File: config.mk
export PLATFORM = sky130hd
export DESIGN_NAME = pt_walk3
export DESIGN_NICKNAME = d
export VERILOG_FILES = /design/src/rtl/ptw_pkg.sv /design/src/rtl/ptw_addr_gen.sv /design/src/rtl/ptw_pte_decode.sv /design/src/rtl/ptw_walk_ctrl.sv /design/src/rtl/pt_walk3.sv
export SDC_FILE = /design/constraint.sdc
export NUM_CORES = 1
export LEC_CHECK = 0
export ABC_AREA = 1
export CAP_MARGIN = 20
export CELL_PAD_IN_SITES_DETAIL_PLACEMENT = 1
export CELL_PAD_IN_SITES_GLOBAL_PLACEMENT = 2
export CORE_MARGIN = 2
export CORE_UTILIZATION = 26
export CTS_CLUSTER_SIZE = 28
export DETAILED_ROUTE_END_ITERATION = 12
export PLACE_DENSITY_LB_ADDON = 0.1
export RECOVER_POWER = 50
export SYNTH_ARGS = -nofsm -noshare
export SYNTH_HDL_FRONTEND = slang
export SYNTH_HIERARCHICAL = 1
export SYNTH_SLANG_ARGS = --single-unit
File: constraint.sdc
create_clock -name clk -period 13.1 [get_ports clk]
set_input_delay 2.62 -clock clk [delete_from_list [all_inputs] [get_ports clk]]
set_output_delay 2.62 -clock clk [all_outputs]
set_load 0.01 [all_outputs]
File: src/rtl/ptw_pkg.sv
package ptw_pkg;
  localparam int PTE_W       = 64;
  localparam int PTE_PPN_LSB = 10;
  localparam int PTE_SZ_LG   = 3;
  localparam int FLAG_V      = 0;
  localparam int FLAG_R      = 1;
  localparam int FLAG_W      = 2;
  localparam int FLAG_X      = 3;
  localparam int FLAG_TOP    = 3;

  typedef enum logic [1:0] {
    WK_IDLE = 2'd0,
    WK_REQ  = 2'd1,
    WK_WAIT = 2'd2,
    WK_DONE = 2'd3
  } walk_state_e;
endpackage

File: src/rtl/ptw_addr_gen.sv
module ptw_addr_gen
  import ptw_pkg::*;
#(
  parameter int PPN_W  = 44,
  parameter int IDX_W  = 9,
  parameter int LEVELS = 3,
  parameter int OFF_W  = 12,
  localparam int LVL_W = (LEVELS > 1) ? $clog2(LEVELS) : 1,
  localparam int VA_W  = LEVELS * IDX_W + OFF_W,
  localparam int PA_W  = PPN_W + OFF_W
) (
  input  logic [PPN_W-1:0] base_ppn,
  input  logic [VA_W-1:0]  vaddr,
  input  logic [LVL_W-1:0] level,
  output logic [PA_W-1:0]  pte_addr
);
  logic [IDX_W-1:0] idx_tbl [LEVELS];
  logic [IDX_W-1:0] idx_sel;
  logic [OFF_W-1:0] unused_off;

  for (genvar g = 0; g < LEVELS; g++) begin : g_idx
    assign idx_tbl[g] = vaddr[OFF_W + g*IDX_W +: IDX_W];
  end

  always_comb begin
    idx_sel = '0;
    for (int i = 0; i < LEVELS; i++) begin
      if (level == LVL_W'(i)) idx_sel = idx_tbl[i];
    end
  end

  assign unused_off = vaddr[OFF_W-1:0];
  assign pte_addr   = {base_ppn, {OFF_W{1'b0}}} + (PA_W'(idx_sel) << PTE_SZ_LG);
endmodule

File: src/rtl/ptw_pte_decode.sv
module ptw_pte_decode
  import ptw_pkg::*;
#(
  parameter int PPN_W = 44
) (
  input  logic [PTE_W-1:0] pte,
  output logic             pte_valid,
  output logic             pte_leaf,
  output logic [PPN_W-1:0] pte_ppn
);
  logic unused_pte;

  assign pte_valid  = pte[FLAG_V];
  assign pte_leaf   = pte[FLAG_R] | pte[FLAG_X];
  assign pte_ppn    = pte[PTE_PPN_LSB +: PPN_W];
  assign unused_pte = ^{pte[PTE_W-1:PTE_PPN_LSB+PPN_W],
                        pte[PTE_PPN_LSB-1:FLAG_TOP+1], pte[FLAG_W]};
endmodule

File: src/rtl/ptw_walk_ctrl.sv
module ptw_walk_ctrl
  import ptw_pkg::*;
#(
  parameter int PPN_W  = 44,
  parameter int IDX_W  = 9,
  parameter int LEVELS = 3,
  parameter int OFF_W  = 12,
  localparam int LVL_W = (LEVELS > 1) ? $clog2(LEVELS) : 1,
  localparam int VA_W  = LEVELS * IDX_W + OFF_W,
  localparam int PA_W  = PPN_W + OFF_W
) (
  input  logic             clk,
  input  logic             rst_n,
  input  logic             req_valid,
  input  logic [VA_W-1:0]  req_vaddr,
  input  logic [PPN_W-1:0] root_ppn,
  input  logic             mem_req_ready,
  input  logic             mem_rsp_valid,
  input  logic             pte_valid,
  input  logic             pte_leaf,
  input  logic [PPN_W-1:0] pte_ppn,
  output logic             busy,
  output logic             mem_req_valid,
  output logic [LVL_W-1:0] walk_level,
  output logic [PPN_W-1:0] walk_base,
  output logic [VA_W-1:0]  walk_vaddr,
  output logic             done,
  output logic             fault,
  output logic [PA_W-1:0]  paddr
);
  walk_state_e      state_q, state_d;
  logic [LVL_W-1:0] level_q, level_d;
  logic [PPN_W-1:0] base_q,  base_d;
  logic [VA_W-1:0]  va_q,    va_d;
  logic             fault_q, fault_d;
  logic [PA_W-1:0]  pa_q,    pa_d;
  logic             accept_en, rsp_en, data_en;

  assign accept_en = (state_q == WK_IDLE) && req_valid;
  assign rsp_en    = (state_q == WK_WAIT) && mem_rsp_valid;
  assign data_en   = accept_en || rsp_en;

  always_comb begin
    state_d = state_q;
    level_d = level_q;
    base_d  = base_q;
    va_d    = va_q;
    fault_d = fault_q;
    pa_d    = pa_q;
    unique case (state_q)
      WK_IDLE: begin
        if (req_valid) begin
          va_d    = req_vaddr;
          base_d  = root_ppn;
          level_d = LVL_W'(LEVELS - 1);
          state_d = WK_REQ;
        end
      end
      WK_REQ: begin
        if (mem_req_ready) state_d = WK_WAIT;
      end
      WK_WAIT: begin
        if (mem_rsp_valid) begin
          if (!pte_valid) begin
            fault_d = 1'b1;
            pa_d    = '0;
            state_d = WK_DONE;
          end else if (pte_leaf) begin
            fault_d = 1'b0;
            pa_d    = {pte_ppn, va_q[OFF_W-1:0]};
            state_d = WK_DONE;
          end else if (level_q == '0) begin
            fault_d = 1'b1;
            pa_d    = '0;
            state_d = WK_DONE;
          end else begin
            base_d  = pte_ppn;
            level_d = level_q - LVL_W'(1);
            state_d = WK_REQ;
          end
        end
      end
      WK_DONE: state_d = WK_IDLE;
      default: state_d = WK_IDLE;
    endcase
  end

  always_ff @(posedge clk or negedge rst_n) begin
    if (!rst_n) begin
      state_q <= WK_IDLE;
    end else begin
      state_q <= state_d;
    end
  end

  always_ff @(posedge clk or negedge rst_n) begin
    if (!rst_n) begin
      level_q <= '0;
      base_q  <= '0;
      va_q    <= '0;
      fault_q <= 1'b0;
      pa_q    <= '0;
    end else if (data_en) begin
      level_q <= level_d;
      base_q  <= base_d;
      va_q    <= va_d;
      fault_q <= fault_d;
      pa_q    <= pa_d;
    end
  end

  assign busy          = (state_q != WK_IDLE);
  assign mem_req_valid = (state_q == WK_REQ);
  assign done          = (state_q == WK_DONE);
  assign walk_level    = level_q;
  assign walk_base     = base_q;
  assign walk_vaddr    = va_q;
  assign fault         = fault_q;
  assign paddr         = pa_q;


  done_pulse_chk: assert property (@(posedge clk) disable iff (!rst_n)
    done |=> !done);


  busy_release_chk: assert property (@(posedge clk) disable iff (!rst_n)
    $fell(busy) |-> $past(done));


  fault_zero_pa_chk: assert property (@(posedge clk) disable iff (!rst_n)
    (done && fault) |-> (paddr == '0));
endmodule

File: src/rtl/pt_walk3.sv
module pt_walk3
  import ptw_pkg::*;
#(
  parameter int PPN_W  = 44,
  parameter int IDX_W  = 9,
  parameter int LEVELS = 3,
  parameter int OFF_W  = 12,
  localparam int LVL_W = (LEVELS > 1) ? $clog2(LEVELS) : 1,
  localparam int VA_W  = LEVELS * IDX_W + OFF_W,
  localparam int PA_W  = PPN_W + OFF_W
) (
  input  logic             clk,
  input  logic             rst_n,
  input  logic             walk_req_valid,
  input  logic [VA_W-1:0]  walk_req_vaddr,
  input  logic [PPN_W-1:0] root_ppn,
  output logic             walk_busy,
  output logic             mem_req_valid,
  input  logic             mem_req_ready,
  output logic [PA_W-1:0]  mem_req_addr,
  input  logic             mem_rsp_valid,
  input  logic [PTE_W-1:0] mem_rsp_pte,
  output logic             walk_done,
  output logic             walk_fault,
  output logic [PA_W-1:0]  walk_paddr
);
  logic [1:0]       rst_sync_q;
  logic             rst_int_n;
  logic             dec_valid, dec_leaf;
  logic [PPN_W-1:0] dec_ppn;
  logic [LVL_W-1:0] cur_level;
  logic [PPN_W-1:0] cur_base;
  logic [VA_W-1:0]  cur_vaddr;

  always_ff @(posedge clk or negedge rst_n) begin
    if (!rst_n) rst_sync_q <= 2'b00;
    else        rst_sync_q <= {rst_sync_q[0], 1'b1};
  end
  assign rst_int_n = rst_sync_q[1];

  ptw_pte_decode #(.PPN_W(PPN_W)) i_decode (
    .pte       (mem_rsp_pte),
    .pte_valid (dec_valid),
    .pte_leaf  (dec_leaf),
    .pte_ppn   (dec_ppn)
  );

  ptw_walk_ctrl #(
    .PPN_W(PPN_W), .IDX_W(IDX_W), .LEVELS(LEVELS), .OFF_W(OFF_W)
  ) i_ctrl (
    .clk           (clk),
    .rst_n         (rst_int_n),
    .req_valid     (walk_req_valid),
    .req_vaddr     (walk_req_vaddr),
    .root_ppn      (root_ppn),
    .mem_req_ready (mem_req_ready),
    .mem_rsp_valid (mem_rsp_valid),
    .pte_valid     (dec_valid),
    .pte_leaf      (dec_leaf),
    .pte_ppn       (dec_ppn),
    .busy          (walk_busy),
    .mem_req_valid (mem_req_valid),
    .walk_level    (cur_level),
    .walk_base     (cur_base),
    .walk_vaddr    (cur_vaddr),
    .done          (walk_done),
    .fault         (walk_fault),
    .paddr         (walk_paddr)
  );

  ptw_addr_gen #(
    .PPN_W(PPN_W), .IDX_W(IDX_W), .LEVELS(LEVELS), .OFF_W(OFF_W)
  ) i_addr (
    .base_ppn (cur_base),
    .vaddr    (cur_vaddr),
    .level    (cur_level),
    .pte_addr (mem_req_addr)
  );


  req_hold_chk: assert property (@(posedge clk) disable iff (!rst_int_n)
    (mem_req_valid && !mem_req_ready) |=> (mem_req_valid && $stable(mem_req_addr)));


  pte_align_chk: assert property (@(posedge clk) disable iff (!rst_int_n)
    mem_req_valid |-> (mem_req_addr[PTE_SZ_LG-1:0] == '0));


  idle_quiet_chk: assert property (@(posedge clk) disable iff (!rst_int_n)
    !walk_busy |-> (!mem_req_valid && !walk_done));
endmodule

==> results by group, run 1 <==
Global route
  – Number of global-route vias before repair: 6,548
  – Total global-route track usage: 0.171
  – Initial antenna violation count: 2
  – GRT overflow: 0
  – Largest net degree at the start of global routing: 67
  – First-pass GRT wire length: 37.5 mm

Setup path
  – Reg2reg start: rst_sync_q[1]
  – CP startpoint kind: register
  – Crit Path Class: reg -> async
  – Slowest cell on crit path: clkbuf_1
  – CP Data Required Time: 12,770 ps
  – Setup crit start: rst_sync_q[1]
  – CP dominant cell by count: clkbuf_1
  – Worst path cell trace: clkbuf_1 -> clkbuf_1
  – CP arrival: 6610 ps
  – Max FO, Critical Path: 66
  – Maximum single-stage delay on the critical path: 2780 ps
  – Worst Setup End Kind: asynchronous set/reset pin

Status
  – Status: complete, but fails checks
  – Failing checks: capacitance limit, slew limit

Yosys
  – Synth area leader: dfrtp_1
  – Commonest cells post-synth: nand2_1, dfrtp_1, nand3_1, buf_4, buf_2
  – Cell with the most instances after synthesis: nand2_1
  – Number of synthesized flops with an enable pin: 0
  – Post-synth cell types: 20
  – Cells after Synth: 927
  – Sequential area share after synthesis: 0.508
  – Flops & latches, synth: 146
  – Top cell type's share of synthesized area: 0.508
  – Top post-synthesis cells by area: dfrtp_1, nand2_1, buf_4
  – Syn. warnings: 6
  – Async set-or-reset flop fraction in the synthesized netlist: 1.00
  – Mapped cell area: 7190 um^2
  – Synth Area per Inst: 7.76 um^2
  – Top_reg_cell synth: dfrtp_1

Clock network
  – CTS tree: yes
  – Post-cts sizing count: 0
  – Max Root-Sink Buffers: 2
  – Post-CTS Setup Bufs: 0
  – CTS hold repair buffers: 0
  – Root Buffer: clkbuf_16
  – CTS buffer count: 17
  – Num Clock Sinks: 146
  – Worst-path clk slew: 70 ps
  – CTS H-Tree Depth: 4
  – Clk_lat worst skew: 430 ps

Cells and area
  – Area of the multi-input gates: 2560 um^2
  – Fill count: 3,252
  – Layout cells sized above 1: 0.0473
  – Register Area: 3650 um^2
  – Finished Layout Cells: 1,420
  – Nets: 1,218
  – Area Growth Syn to Fin: 36.5%

Placement
  – Port Buffer Count: 247
  – DP Cell Count: 1,385
  – RD Place Congestion: 0.719
  – Post-DP HPWL: 15.7 mm

Floorplan
  – Die Wd: 170 um
  – IO Pins: 268
  – Row count: 60
  – Die Y: 170 um
  – Initial core utilization: 0.266
  – Core area: 27,000 um^2
  – Die area: 29,000 um^2

STA
  – Final Hold Vio Count: 0
  – Minimum clock period: 6940 ps
  – Unrepaired setup endpoints after global routing: no
  – Max-slew headroom: -1.51
  – Max frequency: 144 MHz
  – Measured slew at the worst slew-check pin: 3760 ps
  – Setup TNS: 0 ps
  – Final setup violation count: 0
  – Clk_skew: 10.3 ps
  – Final critical-path share of the clock period: 0.530
  – Final Max Slew Viols: 203

Pwr
  – Power share of the clock group: 0.210
  – Logic pwr share: 0.448
  – Sw Ratio: 0.401
  – Leak pwr: 4.96 nW
  – Sw Pwr: 0.891 mW
  – Sequential cell fraction of total power: 0.342
  – PwrDens: 226 nW/um^2
  – Peak supply drop: 106 uV
  – Pint: 1.33 mW

Routing
  – Final WL: 24.1 mm
  – Vias post-DR: 6,125
  – Initial drt markers: 263
  – Vias per cell: 4.31
  – DRC violations left: 0
  – Per-cell routed wire length: 16.9 um
  – ANT nets after route: 0
  – Pre-Repair DR Iteration Count: 4

Job
  – MaxCap Viol Count: 4

Worst hold path
  – HP Class: reg -> reg
  – HP Start: rst_sync_q[0]
layer usage:
metal	GRT usage	vias to the layer above	wire, um
li1	-	3045	-
met1	0.219	2913	11100
met2	0.278	147	11200
met3	0.0488	20	1330
met4	0.0531	0	425
met5	0	-	0
cells by family (layout without fill, tap and decap cells):
| logic type | Yosys count | count (layout) | share of synthesized area |
|---|---|---|---|
| fa+ha+maj | 1 | 1 | 0.00174 |
| other cells | 2 | 5 | 0.00104 |
| buf+inv | 155 | 304 | 0.140 |
| simple gates | 623 | 623 | 0.349 |
| flops | 146 | 146 | 0.508 |
layout make-up:
type                    instances  area share
multi-input cells             628       0.261
flip-flops and latches        146       0.372
repair buffers                258       0.261
clock buffers                  17      0.0433
well taps                     341      0.0435
diodes                          1    0.000255
inverters                      14     0.00535
clock inverters                15      0.0129
state kept, by name, indices dropped and copies added (netlist names):
signal / flops
i_ctrl/walk_base: 44
i_ctrl/walk_vaddr: 39
rst_sync_q: 2
i_ctrl/paddr: 56
i_ctrl/walk_level: 2
i_ctrl/state_q: 2
i_ctrl/fault: 1
cell usage in the layout, fill, tap and decap left out, types with 3 or more instances in the layout:
cell / n
buf_4: 5
clkbuf_1: 4
clkbuf_16: 17
clkdlybuf4s50_1: 229
clkinv_4: 5
conb_1: 4
dfrtp_1: 146
dlygate4sd3_1: 18
inv_1: 10
inv_6: 4
nand2_1: 493
nand2_2: 4
nand3_1: 113
nor2_1: 6
nor2_4: 3
metrics by stage:
stage / setup slack [ps] / utilization / cell area, um^2 / power [mW] / hold slack, ps
floorplan: 8730 / - / 7200 / 1.35 / 331
finish: 6160 / 0.363 / 9820 / 2.22 / 354
detailed placement: 8120 / 0.342 / 9240 / 1.79 / 262
global route: 4750 / 0.363 / 9820 / 2.41 / 369
global placement: 8180 / 0.342 / 9240 / 1.78 / 261
CTS: 7890 / 0.362 / 9790 / 2.28 / 269
worst max-delay path: cells and delay by family (launching register included):
family | cells | cell delay, ps
buffers and inverters | 2 | 5010
flip-flops | 1 | 1080
worst paths after layout:
path | to | slack (ps) | cells past startpoint
max | i_ctrl/walk_base[27] | 6160 | 2
min | rst_sync_q[1] | 350 | 0
max reg2reg | i_ctrl/walk_base[27] | 6160 | 2
min reg2reg | rst_sync_q[1] | 350 | 0
max in group clk | i_ctrl/walk_vaddr[17] | 7400 | 6
min in group asynchronous | i_ctrl/walk_base[12] | 470 | 0
power groups by stage:
stage                     registers (mW)  clock network (mW)  logic [mW]
after global placement             0.767                   0        1.01
after global routing               0.790               0.506        1.12
after detailed placement           0.770                   0        1.02
after floorplan                    0.768                   0       0.583
after CTS                          0.764               0.490        1.02
final                              0.759               0.468       0.996
Note: power is estimated with default switching activity, not from simulation.
==> inputs of run 2 (changes only) <==
CORE_UTILIZATION = 22   (was 26)
clock period = 5.81 ns   (was 13.1 ns; I/O delays follow)
==> run 2 against run 1 <==
Critical path depth grew 4. Global-route usage shrank 1.6 points. Combinational power grew 130%. Register-to-register slack worse by 3300 ps. Total power up 130%. Clock skew barely moved. Cell area grew 1.7%. Sequential cell count stayed put. Cell count increased by 7.3%. Clock power increased by 140%. The run still ends with capacitance limit, slew limit left.
==> results by group, run 2 (same netlist as run 1, synthesis figures left out) <==
Cells and area
  – Area Growth Syn to Fin: 38.9%
  – Nets: 1,219
  – Max reg flops: 56
  – Most frequent cells in the layout: nand2_1, clkdlybuf4s50_1, dfrtp_1, nand3_1
  – Commonest non-fill, non-tap cell in the layout: nand2_1
  – Final core utilization: 0.308
  – Finished Layout Cells: 1,523
  – Layout cells sized above 1: 0.0482

Floorplan
  – Die Wd: 185 um
  – Die area: 34,100 um^2
  – Die Y: 185 um
  – Initial core utilization: 0.222
  – Core area: 32,400 um^2
  – Row count: 66
  – IO Pins: 268

Setup path
  – Setup crit start: walk_req_valid
  – CP startpoint kind: primary input
  – Number of buffer and inverter stages on the critical path: 3
  – CP Data Required Time: 6120 ps
  – Crit Path Class: in -> reg
  – RR Endpoint: i_ctrl/walk_vaddr[8]
  – Worst path top cell family by delay: buffers and inverters
  – CP arrival: 4640 ps
  – CP dominant cell by count: nand2_1
  – Worst path cell trace: dlygate4sd3_1 -> clkbuf_1 -> nand2_1 -> clkbuf_1 -> nand2_1 -> nand2_1
  – Maximum single-stage delay on the critical path: 1490 ps
  – R2R cell count: 1
  – Slowest cell on crit path: clkbuf_1
  – Stages on worst setup path: 6
  – Reg2Reg Setup Slack: 2890 ps
  – Max FO, Critical Path: 41
  – CP Capture Point: i_ctrl/walk_vaddr[34]
  – Reg2reg start: rst_sync_q[1]
  – Worst Setup End Kind: register

Clock network
  – Root Buffer: clkbuf_16
  – Post-cts sizing count: 0
  – Clk_lat worst skew: 430 ps
  – CTS tree: yes
  – CTS H-Tree Depth: 4
  – Max Root-Sink Buffers: 2
  – Post-CTS Setup Bufs: 0
  – Worst-path clk slew: 70 ps
  – Num Clock Sinks: 146
  – CTS buffer count: 17
  – CTS hold repair buffers: 0

Placement
  – DP Cell Count: 1,489
  – RD Place Congestion: 0.713
  – Port Buffer Count: 247
  – Post-DP HPWL: 17.3 mm
  – Setup WS pre-CTS: 2400 ps

STA
  – Max frequency: 231 MHz
  – Max-slew headroom: -0.386
  – Final Max Slew Viols: 150
  – Clk_skew: 10.4 ps
  – Final critical-path share of the clock period: 0.745
  – Setup TNS: 0 ps
  – Final Hold Vio Count: 0
  – Post-route setup slack: 1480 ps
  – Final setup violation count: 0
  – Measured slew at the worst slew-check pin: 2080 ps
  – Unrepaired setup endpoints after global routing: no
  – Minimum clock period: 4330 ps

Global route
  – Number of global-route vias before repair: 6,711
  – Total global-route track usage: 0.155
  – Largest net degree at the start of global routing: 68
  – GRT overflow: 0
  – First-pass GRT wire length: 39.6 mm
  – Initial antenna violation count: 2

Pwr
  – Peak supply drop: 231 uV
  – PwrDens: 512 nW/um^2
  – Leak pwr: 4.97 nW

Status
  – Status: complete, but fails checks
  – Failing checks: capacitance limit, slew limit

Routing
  – Vias post-DR: 6,166
  – ANT nets after route: 0
  – Initial drt markers: 226
  – DRC violations left: 0
  – Pre-Repair DR Iteration Count: 4
  – Final WL: 25.7 mm
  – Per-cell routed wire length: 16.8 um
  – Vias per cell: 4.05

Worst hold path
  – HP Class: reg -> reg

Job
  – MaxCap Viol Count: 3
==> run 2: worst min-delay path by stage <==
stage / from / endpoint / slack (ps) / depth (start not counted)
6_report: rst_sync_q[0] / rst_sync_q[1] / 350 / 0
4_1_cts: rst_sync_q[1] / i_ctrl/walk_base[7] / 280 / 0
2_1_floorplan: rst_sync_q[0] / rst_sync_q[1] / 330 / 0
5_1_grt: rst_sync_q[0] / rst_sync_q[1] / 360 / 0
3_5_place_dp: rst_sync_q[1] / i_ctrl/walk_base[7] / 270 / 0
3_3_place_gp: rst_sync_q[1] / i_ctrl/walk_base[7] / 280 / 0
==> run 2: power by group <==
| part | internal [mW] | switching, mW | leakage, nW |
|---|---|---|---|
| clock | 0.658 | 0.468 | 0.276 |
| combinational | 0.999 | 1.27 | 2.83 |
| sequential | 1.44 | 0.276 | 1.87 |
| total | 3.10 | 2.01 | 4.97 |
==> run 2: per-layer routing <==
metal  global-route usage  share of wire  vias up
met2                0.253           0.47      154
li1                     -              -     3057
met5                    0        0.00051        -
met3               0.0444          0.056       25
met4               0.0495          0.017        2
met1                0.198           0.46     2928
==> run 2: final cells by class <==
class | instances | area, um^2
fillers | 3902 | 22400
flip-flops and latches | 146 | 3650
multi-input cells | 628 | 2560
repair buffers | 259 | 2560
well taps | 442 | 553
clock buffers | 21 | 460
clock inverters | 11 | 130
inverters | 14 | 52.6
diodes | 2 | 5.00
==> run 2: through the flow <==
stage	power (mW)	area, um^2	hold WS, ps
2_1_floorplan	3.05	7200	331
3_3_place_gp	4.06	9380	281
3_5_place_dp	4.09	9400	273
4_1_cts	5.27	9990	280
5_1_grt	5.55	9980	357
6_report	5.11	9980	351
